--- src/rtl/mpc_pkg.sv ---
// Shared constants and types for the sync and reset control block.
// Assumes the command layout is fixed: channel mask in the low bits,
// then one bit per sync type in the fixed order start, hop, beam.
package mpc_pkg;
    localparam int NUM_KIND = 3;       // start, hop, beam
    localparam int KIND_START = 0;
    localparam int KIND_HOP   = 1;
    localparam int KIND_BEAM  = 2;

    typedef enum logic {
        SEL_RESET = 1'b0,
        SEL_SYNC  = 1'b1
    } reg_sel_e;
endpackage

--- src/rtl/mpc_sync_pulse_gen.sv ---
// Decodes a sync command into per-type, per-channel one-cycle pulses.
// Assumes cmd_valid is high only for a write to the sync register.
module mpc_sync_pulse_gen #(
    parameter int NUM_CH   = 4,
    parameter int NUM_KIND = 3,
    localparam int FIELD_W = NUM_CH + NUM_KIND
) (
    input  logic                           clk,
    input  logic                           rst_n,
    input  logic                           cmd_valid,
    input  logic [FIELD_W-1:0]             cmd_field,
    output logic [NUM_KIND-1:0][NUM_CH-1:0] pulse
);
    logic [NUM_CH-1:0] chan_mask;
    assign chan_mask = cmd_field[NUM_CH-1:0];

    for (genvar k = 0; k < NUM_KIND; k++) begin : g_kind
        // Register this type's channel mask for one cycle when requested.
        always_ff @(posedge clk) begin
            if (!rst_n)
                pulse[k] <= '0;
            else if (cmd_valid && cmd_field[NUM_CH + k])
                pulse[k] <= chan_mask;
            else
                pulse[k] <= '0;
        end
    end
endmodule

--- src/rtl/mpc_chan_reset_bank.sv ---
// Holds one reset level per channel: set by host mask, cleared by start.
// Assumes set and clear never address the same channel in one cycle;
// if they do, the set wins.
module mpc_chan_reset_bank #(
    parameter int NUM_CH = 4
) (
    input  logic              clk,
    input  logic              rst_n,
    input  logic [NUM_CH-1:0] set_mask,
    input  logic [NUM_CH-1:0] clr_mask,
    output logic [NUM_CH-1:0] level
);
    for (genvar i = 0; i < NUM_CH; i++) begin : g_ch
        // Per-channel reset flag, asserted out of device reset.
        always_ff @(posedge clk) begin
            if (!rst_n)
                level[i] <= 1'b1;
            else if (set_mask[i])
                level[i] <= 1'b1;
            else if (clr_mask[i])
                level[i] <= 1'b0;
        end
    end
endmodule

--- src/rtl/mpc_sync_reset_ctrl.sv ---
// Top level: routes host writes to the reset bank or the sync decoder
// and multiplexes the readback byte. Assumes one write per wr_en cycle
// and DATA_W >= NUM_CH + NUM_KIND + 1.
module mpc_sync_reset_ctrl
    import mpc_pkg::*;
#(
    parameter int NUM_CH = 4,
    parameter int DATA_W = 8
) (
    input  logic              clk,
    input  logic              rst_n,
    input  logic              wr_en,
    input  logic              reg_sel,
    input  logic [DATA_W-1:0] wr_data,
    output logic [DATA_W-1:0] rd_data,
    output logic [NUM_CH-1:0] chan_reset,
    output logic [NUM_CH-1:0] start_pulse,
    output logic [NUM_CH-1:0] hop_pulse,
    output logic [NUM_CH-1:0] beam_pulse
);
    localparam int FIELD_W = NUM_CH + NUM_KIND;

    logic                            wr_reset, wr_sync;
    logic [FIELD_W-1:0]              field;
    logic [NUM_CH-1:0]               set_mask, clr_mask;
    logic [NUM_KIND-1:0][NUM_CH-1:0] pulses;
    logic                            unused_hi;

    // Steer the write strobe to the addressed register.
    always_comb begin
        wr_reset = wr_en && (reg_sel_e'(reg_sel) == SEL_RESET);
        wr_sync  = wr_en && (reg_sel_e'(reg_sel) == SEL_SYNC);
    end

    assign field     = wr_data[FIELD_W-1:0];
    assign unused_hi = ^wr_data[DATA_W-1:FIELD_W];

    // Build the set and clear masks for the reset bank.
    always_comb begin
        set_mask = wr_reset ? wr_data[NUM_CH-1:0] : '0;
        clr_mask = (wr_sync && field[NUM_CH + KIND_START]) ? field[NUM_CH-1:0] : '0;
    end

    mpc_chan_reset_bank #(.NUM_CH(NUM_CH)) i_bank (
        .clk      (clk),
        .rst_n    (rst_n),
        .set_mask (set_mask),
        .clr_mask (clr_mask),
        .level    (chan_reset)
    );

    mpc_sync_pulse_gen #(.NUM_CH(NUM_CH), .NUM_KIND(NUM_KIND)) i_pulse (
        .clk       (clk),
        .rst_n     (rst_n),
        .cmd_valid (wr_sync),
        .cmd_field (field),
        .pulse     (pulses)
    );

    assign start_pulse = pulses[KIND_START];
    assign hop_pulse   = pulses[KIND_HOP];
    assign beam_pulse  = pulses[KIND_BEAM];

    // Readback: reset bits zero-extended; the sync register reads as zero.
    always_comb begin
        if (reg_sel_e'(reg_sel) == SEL_RESET)
            rd_data = {{(DATA_W-NUM_CH){1'b0}}, chan_reset};
        else
            rd_data = '0;
    end
endmodule

--- config.mk ---
export PLATFORM = sky130hd
export DESIGN_NAME = mpc_sync_reset_ctrl
export DESIGN_NICKNAME = d
export VERILOG_FILES = /design/src/rtl/mpc_pkg.sv /design/src/rtl/mpc_sync_pulse_gen.sv /design/src/rtl/mpc_chan_reset_bank.sv /design/src/rtl/mpc_sync_reset_ctrl.sv
export SDC_FILE = /design/constraint.sdc
export NUM_CORES = 1
export LEC_CHECK = 0
export BUFFER_PORTS_ARGS = -buffer_cell sky130_fd_sc_hd__buf_2
export CORE_ASPECT_RATIO = 0.8
export CORE_MARGIN = 10
export CORE_UTILIZATION = 36
export CTS_CLUSTER_DIAMETER = 200
export DETAILED_ROUTE_END_ITERATION = 6
export PLACE_DENSITY = 0.67
export RECOVER_POWER = 100
export REMOVE_ABC_BUFFERS = 1
export SYNTH_ARGS = -nofsm -noshare
export SYNTH_HDL_FRONTEND = slang
export SYNTH_SLANG_ARGS = --single-unit
--- constraint.sdc ---
create_clock -name clk -period 0.88 [get_ports clk]
set_input_delay 0.176 -clock clk [delete_from_list [all_inputs] [get_ports clk]]
set_output_delay 0.176 -clock clk [all_outputs]
set_load 0.01 [all_outputs]
# Word-level counts from Yosys, hierarchy flattened
# Cells that the tools add are included.
op_classes:
  add_sub_neg: 0
  n_mul: 0
  div_mod_pow: 0
  order_cmp: 0
  eq_ne: 0
  shift: 0
  n_mux: 3
  bitwise: 2
  reduce_logical: 11
op_table:
  columns: ["cell", "count"]
  rows:
  - ["$mux W4", 3]
  - ["$reduce_or A2 Y1", 4]
  - ["$logic_and A1 B1 Y1", 5]
  - ["$reduce_and A2 Y1", 2]
  - ["$not A1 Y1", 2]
totals:
  regBits: 16
  latchBits: 0
  mem_bits_rw: 0
  romBits: 0
  in_bits: 12
  out_inout_bits: 24
  wordCells: 23
  memories: 0

# Longest topological paths before layout
depth:
  word_depth: 4
  ltp_mapped: 3
  ltp_nobuf: 2

# Cells and area by module
# Synthesis repeated with hierarchy kept, for this count alone.
unflattened:
  cells_unflattened: 57
  area_unflattened_um2: 641.9
by_module_without_submodules:
  columns: ["mod", "instances", "cells_per_inst", "area_per_inst_um2"]
  rows:
  - ["mpc_sync_pulse_gen", 1, 26, 360.3]
  - ["mpc_sync_reset_ctrl", 1, 19, 146.4]
  - ["mpc_chan_reset_bank", 1, 12, 135.1]

# Worst setup path after synthesis
# OpenSTA, ideal clock, no wires.
synth_path:
  path_type: "input to register"
  startpoint: "input port wr_en"
  endpoint: "register i_bank.level[2]"
  setup_time_ps: 120
  arrival_time_ps: 713
  setup_slack_ps: 48
  stages: 3
  path_buffers: 1
  cell_sequence: "buf_2 -> and3b_1 -> a211o_1"
synth_between:
  elab_chain_cells: 3
  word_cells_on_any_way: 6
  cone_classes: "mux (2); reduce/logical (4)"
synth_lines:
  columns: ["item", "line_no", "text"]
  rows:
  - ["start, declared", "mpc_sync_reset_ctrl.sv:12", "input logic wr_en,"]
  - ["$logic_and A1 B1 Y1, on equally long branches", "mpc_sync_reset_ctrl.sv:31, mpc_sync_reset_ctrl.sv:32", null]
  - ["$mux W4 or $logic_and A1 B1 Y1 (tied branches)", "mpc_sync_reset_ctrl.sv:40, mpc_sync_reset_ctrl.sv:41", null]
  - ["$reduce_or A2 Y1 (no line) or $mux W4 (tied branches)", null, null]
  - ["end signal, assigned by index", "mpc_chan_reset_bank.sv:17", "level[i] <= 1'b1;"]
  - ["end signal, assigned by index", "mpc_chan_reset_bank.sv:19", "level[i] <= 1'b1;"]
  - ["end signal, assigned by index", "mpc_chan_reset_bank.sv:21", "level[i] <= 1'b0;"]
  - ["end, declared", "mpc_chan_reset_bank.sv:11", "output logic [NUM_CH-1:0] level"]
# Several ways; a longest one is shown, not always the timed one.
# A chain may end at the register's enable or synchronous reset.

# Worst setup path after layout
layout_path:
  startpoint: "register i_bank.level[0]"
  endpoint: "output port rd_data[0]"
layout_between:
  elab_chain_cells: 1
layout_lines:
  columns: ["item", "line_no", "text"]
  rows:
  - ["$mux W4", "mpc_sync_reset_ctrl.sv:66", "if (reg_sel_e'(reg_sel) == SEL_RESET)"]
  - ["end, declared", "mpc_sync_reset_ctrl.sv:15", "output logic [DATA_W-1:0] rd_data,"]
# Every way passes these cells.

==> summary.md <==
| Metric | Value |
|---|---|
| Final instance area | `848 µm²` |
| Clock Skew | `0 ns` |
| Sequential cell area | `327 µm²` |
| Clock latency at the later pin of the worst-skew pair | `0.27 ns` |
| Worst hold margin | `0.145 ns` |
| Number of global-route vias before repair | `548` |
| WL final | `1.41 mm` |
| All-layer global routing usage | `7.81%` |
| Period utilisation layout | `121%` |
| Fillers | `166` |
| Final core utilization | `53.2%` |
| Main synth FF type | `dfxtp_1` |
| Layout cells sized above 1 | `47.2%` |
| Power Density | `1630 nW/µm²` |
| Largest net degree at the start of global routing | `12` |
| Final setup viols | `11` |
| TritonCTS clock tree | `done` |
| Syn_area_per_cell | `10.8 µm²` |
| Worst Hold Class | `primary input to flip-flop` |
| Nature of the critical path startpoint | `flip-flop` |
| Boundary Pins | `36` |
| Per-cell routed wire length | `12.7 µm` |
| Async set-reset flop share out of synthesis | `0%` |
| Synth area leader | `dfxtp_1` |
| First drt pass iteration count | `3` |
| Synth Register Bits | `16` |
| First-pass GRT wire length | `2.38 mm` |
| Leak | `0.000427 µW` |
| Antenna Cells | `0` |
| Cell Area, Placed | `753 µm²` |
| Sink Count | `16` |
| Reg2reg setup slack | `0.10 ns` |
| Violated checks | `negative setup slack` |
| Clock buffer depth | `2` |
| Critical Path RT | `0.70 ns` |
| Fmax | `0.938 GHz` |
| Fin nets | `102` |
| VDD IR max | `640 µV` |
| WS Path Type | `flip-flop to output pin` |
| RSZ-0062 raised after global routing | `yes` |
| Port bufs | `30` |
| Top post-synthesis cells by area | `dfxtp_1, and2_1, buf_4` |
| Antenna violations before repair | `0` |
| Status | `finished with violations` |
| Die area | `3680 µm²` |
| GPL Wtd Cong | `0.686` |
| DR iter-0 viols | `3` |
| Area grow syn2layout | `43.3%` |
| Post-synth EDFFs | `0` |
| Yosys cell types | `13` |
| Post-synth top area share | `54.1%` |
| Ys Warns | `0` |
| Clk root buf | `clkbuf_4` |
| Initial Util | `37.1%` |
| H-tree levels | `1` |
| Multi-input gate area | `244 µm²` |
| Post-DRT Antenna Nets | `0` |
| DRC violation count after routing | `0` |
| TritonCTS Buffers | `3` |
| DR vias/cell | `4.35` |
| Clock period minus worst slack | `1.07 ns` |
| # rows | `13` |
| HPWL after DPL | `1.14 mm` |
| Fin. max-slew vios | `0` |
| Clock transition at path regs | `0.09 ns` |
| Chip width | `65.3 µm` |
| Worst Setup End Kind | `output pin` |
| Gr ovfl total | `0` |
| Final hold viol count | `0` |
| Max_cap viols | `0` |
| Post-layout worst setup margin | `-0.186 ns` |
| Critical Path AT | `0.89 ns` |
| Syn Inst Count | `55` |
| Mapped Area | `592 µm²` |
| Core area | `1590 µm²` |
| Sequential-to-total area share from yosys stat | `54.1%` |
| Count leader, synth | `dfxtp_1` |
| Most frequent cells after synthesis | `dfxtp_1, and2_1, buf_4` |
| Total number of vias | `483` |
| CP max FO | `3` |
| Die height | `56.3 µm` |
what timing repair did:
item                                    4_1_cts  5_1_grt
endpoints found under the setup margin       20       20
gates resized for setup                       6        7
hold buffers                                  0        0
hold endpoints to repair                      0        0
setup buffers                                 1        0
per-layer routing:
metal,up-vias,GRT usage (%),wire length [µm]
met1,209,8.52,646
met4,0,1.83,0
met3,0,5.94,197
met2,27,11.7,567
li1,247,-,-
met5,-,0,0
cells in the final DEF (no fill, tap or decap), drive strengths merged:
cell type and instances:
conb 4, nand3 4, inv 1, and3b 2
dfxtp 16, a211o 2, a221o 2, and2b 4
buf 32, clkbuf 5, and2 12, and4 4
nor2b 1
final timing paths:
check	start	to	cells after the start
max reg2reg	i_bank.level[2]	i_bank.level[2]	2
min	wr_data[5]	i_pulse.pulse[6]	2
max	i_bank.level[0]	rd_data[0]	2
min reg2reg	i_bank.level[3]	i_bank.level[3]	1
final cells by class:
class / instances / share of cell area [%]
sequential: 16 / 38.5
multi-input combinational: 35 / 28.8
timing repair buffer: 33 / 24.8
clock buffer: 4 / 4.28
tap: 22 / 3.24
inverter: 1 / 0.442
state kept, by name, indices dropped and copies added, names as in the netlist:
signal         flops
i_bank.level       4
i_pulse.pulse     12
report_power, final:
group          leakage (µW)  internal [µW]  switching [µW]  total [µW]
clock network     0.0000210            251             203         454
registers          0.000129            743            9.47         753
logic              0.000278           89.8            86.6         176
worst max-delay path, stage by stage (launching register included):
cell and delay, ns:
dfxtp_2 0.34, and2b_1 0.16, buf_6 0.12
cells by family after synthesis:
family / Yosys count / share of synthesized area (%)
other: 1 / 0.634
and+or+nand+nor: 27 / 31.1
DFF: 16 / 54.1
buffers and inverters: 7 / 7.82
AOI/OAI and AO/OA: 4 / 6.34
metrics by stage:
stage	std cells	setup TNS, ns	power (µW)	setup WS, ns
after floorplan	52	0	830	0.0968
after global placement	106	-0.319	915	-0.0720
after detailed placement	106	-0.398	918	-0.0926
after CTS	111	-1.13	1380	-0.186
after global routing	111	-1.84	1470	-0.231
final	111	-0.923	1380	-0.186
Note: power is estimated with default switching activity, not from simulation.
